`src/rtl/seg_pkg.sv`:
```
package seg_pkg;

    typedef enum logic [1:0] {
        ST_IDLE = 2'd0,
        ST_REAL = 2'd1,
        ST_PROT = 2'd2,
        ST_NULL = 2'd3
    } res_state_t;

    localparam int REAL_W = 20;

    // Gather the 32-bit segment base from its three descriptor fields.
    function automatic logic [31:0] desc_base(input logic [63:0] d);
        return {d[63:56], d[39:32], d[31:16]};
    endfunction

endpackage

```
`src/rtl/desc_table.sv`:
```
module desc_table #(
    parameter int ENTRIES = 8,
    parameter int IDX_W   = 3
) (
    input  logic             clk,
    input  logic             wr_en,
    input  logic [IDX_W-1:0] wr_idx,
    input  logic [63:0]      wr_data,
    input  logic             rd_en,
    input  logic [IDX_W-1:0] rd_idx,
    output logic [63:0]      rd_data
);
    logic [63:0] mem [ENTRIES];

    always_ff @(posedge clk) begin
        if (wr_en) begin
            mem[wr_idx] <= wr_data;
        end
        if (rd_en) begin
            rd_data <= mem[rd_idx];
        end
    end
endmodule

```
`src/rtl/addr_form.sv`:
```
module addr_form
    import seg_pkg::*;
(
    input  logic [15:0] sel_q,
    input  logic [31:0] off_q,
    input  logic [63:0] desc_q,
    output logic [31:0] real_lin,
    output logic [31:0] prot_lin
);
    logic [REAL_W-1:0] real_sum;

    always_comb begin
        real_sum = {sel_q, 4'b0000} + {4'b0000, off_q[15:0]};
        real_lin = {{(32-REAL_W){1'b0}}, real_sum};
        prot_lin = desc_base(desc_q) + off_q;
    end
endmodule

```
`src/rtl/seg_addr_gen.sv`:
```
module seg_addr_gen
    import seg_pkg::*;
#(
    parameter int ENTRIES = 8,
    parameter int IDX_W   = $clog2(ENTRIES)
) (
    input  logic             clk,
    input  logic             rst_n,
    input  logic             req_valid,
    input  logic             prot_mode,
    input  logic             paging_en,
    input  logic [15:0]      selector,
    input  logic [31:0]      offset,
    input  logic             tbl_wr_en,
    input  logic             tbl_wr_local,
    input  logic [IDX_W-1:0] tbl_wr_idx,
    input  logic [63:0]      tbl_wr_data,
    output logic             rsp_valid,
    output logic [31:0]      lin_addr,
    output logic             needs_xlate,
    output logic             null_fault
);
    localparam int NUM_TBL = 2;

    res_state_t  state_q, state_d;
    logic [15:0] sel_q;
    logic [31:0] off_q;
    logic        pg_q;
    logic        ti_q;
    logic [63:0] desc_rd [NUM_TBL];
    logic [31:0] real_lin, prot_lin;
    logic        is_null;

    assign is_null = (selector[15:2] == 14'd0);

    // Table 0 is global, table 1 is local.
    for (genvar gi = 0; gi < NUM_TBL; gi++) begin : g_tbl
        desc_table #(.ENTRIES(ENTRIES), .IDX_W(IDX_W)) u_tbl (
            .clk     (clk),
            .wr_en   (tbl_wr_en && (tbl_wr_local == gi[0])),
            .wr_idx  (tbl_wr_idx),
            .wr_data (tbl_wr_data),
            .rd_en   (req_valid && prot_mode && (selector[2] == gi[0])),
            .rd_idx  (selector[3 +: IDX_W]),
            .rd_data (desc_rd[gi])
        );
    end

    addr_form u_form (
        .sel_q    (sel_q),
        .off_q    (off_q),
        .desc_q   (desc_rd[ti_q]),
        .real_lin (real_lin),
        .prot_lin (prot_lin)
    );

    always_comb begin
        state_d = ST_IDLE;
        if (req_valid) begin
            if (!prot_mode)   state_d = ST_REAL;
            else if (is_null) state_d = ST_NULL;
            else              state_d = ST_PROT;
        end
    end

    always_ff @(posedge clk or negedge rst_n) begin
        if (!rst_n) begin
            state_q <= ST_IDLE;
            sel_q   <= '0;
            off_q   <= '0;
            pg_q    <= 1'b0;
            ti_q    <= 1'b0;
        end else begin
            state_q <= state_d;
            if (req_valid) begin
                sel_q <= selector;
                off_q <= offset;
                pg_q  <= paging_en;
                ti_q  <= selector[2];
            end
        end
    end

    always_comb begin
        rsp_valid   = 1'b0;
        lin_addr    = '0;
        needs_xlate = 1'b0;
        null_fault  = 1'b0;
        unique case (state_q)
            ST_IDLE: ;
            ST_REAL: begin
                rsp_valid   = 1'b1;
                lin_addr    = real_lin;
                needs_xlate = pg_q;
            end
            ST_PROT: begin
                rsp_valid   = 1'b1;
                lin_addr    = prot_lin;
                needs_xlate = pg_q;
            end
            ST_NULL: begin
                rsp_valid  = 1'b1;
                null_fault = 1'b1;
            end
            default: ;
        endcase
    end


    rsp_follows_req_chk: assert property (@(posedge clk) disable iff (!rst_n)
        req_valid |=> rsp_valid);


    no_spurious_rsp_chk: assert property (@(posedge clk) disable iff (!rst_n)
        !req_valid |=> !rsp_valid);


    real_window_chk: assert property (@(posedge clk) disable iff (!rst_n)
        (req_valid && !prot_mode) |=> (lin_addr[31:20] == 12'd0));


    xlate_tracks_paging_chk: assert property (@(posedge clk) disable iff (!rst_n)
        (req_valid && !(prot_mode && selector[15:2] == 14'd0)) |=> (needs_xlate == $past(paging_en)));


    null_quiet_chk: assert property (@(posedge clk) disable iff (!rst_n)
        null_fault |-> (lin_addr == 32'd0 && !needs_xlate && rsp_valid));


    null_only_prot_chk: assert property (@(posedge clk) disable iff (!rst_n)
        (req_valid && !prot_mode) |=> !null_fault);
endmodule

```
`config.mk`:
```
export PLATFORM = sky130hd
export DESIGN_NAME = seg_addr_gen
export DESIGN_NICKNAME = d
export VERILOG_FILES = /design/src/rtl/seg_pkg.sv /design/src/rtl/desc_table.sv /design/src/rtl/addr_form.sv /design/src/rtl/seg_addr_gen.sv
export SDC_FILE = /design/constraint.sdc
export NUM_CORES = 1
export LEC_CHECK = 0
export BUFFER_PORTS_ARGS = -buffer_cell sky130_fd_sc_hd__buf_4
export CAP_MARGIN = 20
export CORE_ASPECT_RATIO = 0.6
export CORE_UTILIZATION = 60
export DETAILED_ROUTE_END_ITERATION = 8
export HOLD_SLACK_MARGIN = 0.12
export PLACE_DENSITY = 0.79
export SKIP_LAST_GASP = 1
export SYNTH_ARGS = -nofsm -noshare
export SYNTH_HDL_FRONTEND = slang
export SYNTH_SLANG_ARGS = --single-unit
```
`constraint.sdc`:
```
create_clock -name clk -period 3.7 [get_ports clk]
set_input_delay 0.185 -clock clk [delete_from_list [all_inputs] [get_ports clk]]
set_output_delay 0.185 -clock clk [all_outputs]
set_load 0.05 [all_outputs]
```
==> results by group <==
Routing
  • Drt initial violations: 1,671
  • Vias: 14,700
  • Routed Antenna Nets: 0
  • Detailed Routing Iterations Pass 1: 6
  • Drc violations: 0
  • WL final: 64.8 mm
  • Via density: 6.40
  • WL/cell: 28.1 um

Status
  • Outcome: finished with violations
  • Violated checks: negative setup slack

GRT
  • Global-route wire length before repair: 93.2 mm
  • Largest net degree at the start of global routing: 73
  • GRT overflow: 0
  • Vias in the first global route: 14,600
  • Initial antenna violation count: 0
  • Gr usage total: 0.289

Synthesis
  • Count leader, synth: edfxtp_1
  • Synthesized area: 26,300 um2
  • Top_reg_cell synth: edfxtp_1
  • Seq cells post-synth: 627
  • Synth cell types: 68
  • Synth area leaders: edfxtp_1 (66%), mux4_2 (11%), mux2_2 (6.1%)
  • Net count after synthesis: 1,562
  • Sequential cell area fraction in the yosys report: 0.706
  • Post-synth EDFFs: 576
  • Top cells by count, synth: edfxtp_1 (576), mux2_2 (142), mux4_2 (128), dfrtp_1 (51)
  • Syn. warnings: 0
  • Post-synth top area share: 0.657
  • Cells after Synth: 1,391
  • Asr flop ratio synth: 0.0813
  • Post-synth top area cell: edfxtp_1
  • Mapped Avg Cell Area: 18.9 um2

Floorplan
  • Ports: 157
  • Core Area: 43,300 um2
  • Die height: 164 um
  • Initial cell density of the core: 0.608
  • Die Area: 44,700 um2
  • Placement Rows: 59
  • DIE WIDTH: 272 um

Pwr
  • Sequential share of power: 0.507
  • Comb pwr share: 0.141
  • Pint: 0.0120 W
  • Pleak: 10.9 nW
  • Net Sw Frac: 0.243
  • Clock network fraction of design power: 0.352
  • Switching power: 0.00385 W
  • Power per cell area: 498 nW/um2
  • Peak supply drop: 0.618 mV

CTS
  • TritonCTS Buffers: 53
  • CTS tree: yes
  • CTS clk-pin slew, worst paths: 70 ps
  • Clock Tree Buf Depth: 3
  • Clock root cell: clkbuf_16
  • CTS Sinks: 627
  • CTS H-Tree Depth: 2
  • Clock latency on the worst-skew pair: 600 ps

Critical path
  • Crit-path max FO: 5
  • Cell mode on critical path: buf_4
  • Worst stage delay on the critical path: 460 ps
  • Critical path's top delay family: simple AND/OR/NAND/NOR gates
  • R2R cell count: 5
  • Worst R2R Setup Slack: 1840 ps
  • Setup Crit Path Kind: flop to output pin
  • CP endpoint kind: output pin
  • CP arrival: 3760 ps
  • Crit path buf inv count: 5
  • Cell Chain, Critical Path: mux2_4 > ha_4 > inv_2 > fa_2 > and2b_2 > o2111ai_4 > a211oi_4 > buf_6 > nor3_4 > buf_4 > buf_4 > nor4_1 > or3_4 > buf_8
  • Startpoint Class: flop
  • Worst r2r src: sel_q[2]
  • Slowest cell on crit path: dfrtp_2
  • CP required: 3510 ps
  • FF-to-FF End: sel_q[2]

Placement
  • Routability Congestion: 0.950
  • Area after DPL: 28,200 um2
  • DP HPWL: 35.6 mm
  • Placed insts: 2,075
  • # port buffers: 124
  • Pre-CTS WS: 42.8 ps

STA
  • Final worst slack: -240 ps
  • Final Setup Violations: 18
  • Worst Max-Slew Pin Slew: 1150 ps
  • Min cycle time layout: 3940 ps
  • Final period util: 1.06
  • F_max: 254 MHz
  • Slew Limit Fails: 0
  • Worst slew margin: 0.231
  • RSZ-0062 raised after global routing: yes
  • Final Hold Fails: 0
  • Clk_skew: 29.7 ps

Final layout
  • Area Growth Syn to Fin: 21.1%
  • Cell Count, Final, Fillers Out: 2,304
  • Fillers: 2,487
  • Final #Nets: 1,851
  • Share of post-route cells with drive strength above 1: 0.381
  • Fin area: 31,900 um2

Job
  • Max-cap violations: 0

Hold path
  • Hold Path Class: input pin to async pin
==> cells in the final DEF, fill, tap and decap left out, types with 12 or more instances in the layout <==
cell type	instances
edfxtp_1	576
buf_6	13
ha_4	18
nor2_4	12
nand3_1	16
nand2_1	43
clkbuf_16	54
o21ai_0	15
a21oi_1	26
inv_1	18
ha_1	26
dlygate4sd3_1	99
xor2_1	12
mux4_2	128
mux2_2	132
a21o_1	19
dfrtp_1	50
buf_4	173
xnor2_1	12
nor2_1	28
clkbuf_1	12
==> state kept, by name, summed over array words and instances (netlist names) <==
signal,flops
g_tbl.u_tbl.mem,512
g_tbl.u_tbl.rd_data,64
off_q,32
pg_q,1
sel_q,16
state_q,2
==> layout make-up <==
| class | instances | area, um2 | share of cell area |
|---|---|---|---|
| multi-input cells | 683 | 8150 | 0.256 |
| well taps | 579 | 724 | 0.0227 |
| diodes | 2 | 5.00 | 0.000157 |
| clock buffers | 66 | 1400 | 0.0438 |
| flip-flops and latches | 627 | 18600 | 0.583 |
| clock inverters | 32 | 322 | 0.0101 |
| repair buffers | 295 | 2620 | 0.0822 |
| inverters | 20 | 75.1 | 0.00236 |
==> routing by layer <==
| layer | up-vias | track usage | share of wire |
|---|---|---|---|
| li1 | 6209 | - | - |
| met1 | 7683 | 0.419 | 0.41 |
| met2 | 740 | 0.458 | 0.48 |
| met3 | 110 | 0.0592 | 0.090 |
| met4 | 0 | 0.0687 | 0.022 |
| met5 | - | 0 | 0 |
==> repair_timing <==
action                                 4_1_cts  5_1_grt
endpoints found under the hold margin      614        0
gates cloned                                 2        0
gates resized for setup                    103       43
hold buffers                                99        0
setup endpoints to repair                   24       25
setup buffers                               15       16
pin swaps                                   38       28
==> stage by stage <==
| stage | total power [W] | TNS (ps) | util | hold WS, ps |
|---|---|---|---|---|
| 6_report | 0.0159 | -2100 | 0.737 | 202 |
| 3_5_place_dp | 0.00994 | 0 | 0.652 | 281 |
| 5_1_grt | 0.0163 | -3460 | 0.737 | 259 |
| 2_1_floorplan | 0.00933 | 0 | - | -111 |
| 4_1_cts | 0.0157 | -2330 | 0.731 | 218 |
| 3_3_place_gp | 0.00990 | 0 | 0.652 | 270 |
==> kinds of logic (layout without fill, tap and decap cells) <==
logic type / Yosys count / after routing / synth area share
simple gates: 172 / 172 / 0.0328
buf+inv: 81 / 413 / 0.0141
flops: 627 / 627 / 0.706
xor+xnor: 29 / 29 / 0.00965
fa+ha+maj: 49 / 49 / 0.0239
other cells: 0 / 2 / 0
mux: 278 / 278 / 0.173
compound gates: 155 / 155 / 0.0403
==> power groups by stage <==
stage                     Sequential [W]  Clock (W)  Combinational (W)
after CTS                        0.00804    0.00562            0.00208
after floorplan                  0.00814          0            0.00118
after global routing             0.00805    0.00591            0.00235
after global placement           0.00817          0            0.00173
after detailed placement         0.00818          0            0.00176
final                            0.00804    0.00558            0.00223
==> how the worst max path moves through the flow <==
stage / end / start / cells after the start
after floorplan: lin_addr[22] / sel_q[2] / 13
after global placement: lin_addr[16] / sel_q[2] / 12
after detailed placement: lin_addr[16] / sel_q[2] / 12
after CTS: lin_addr[28] / sel_q[2] / 12
after global routing: lin_addr[20] / sel_q[2] / 14
final: lin_addr[20] / sel_q[2] / 14
Power figures use the tool's default switching activity.
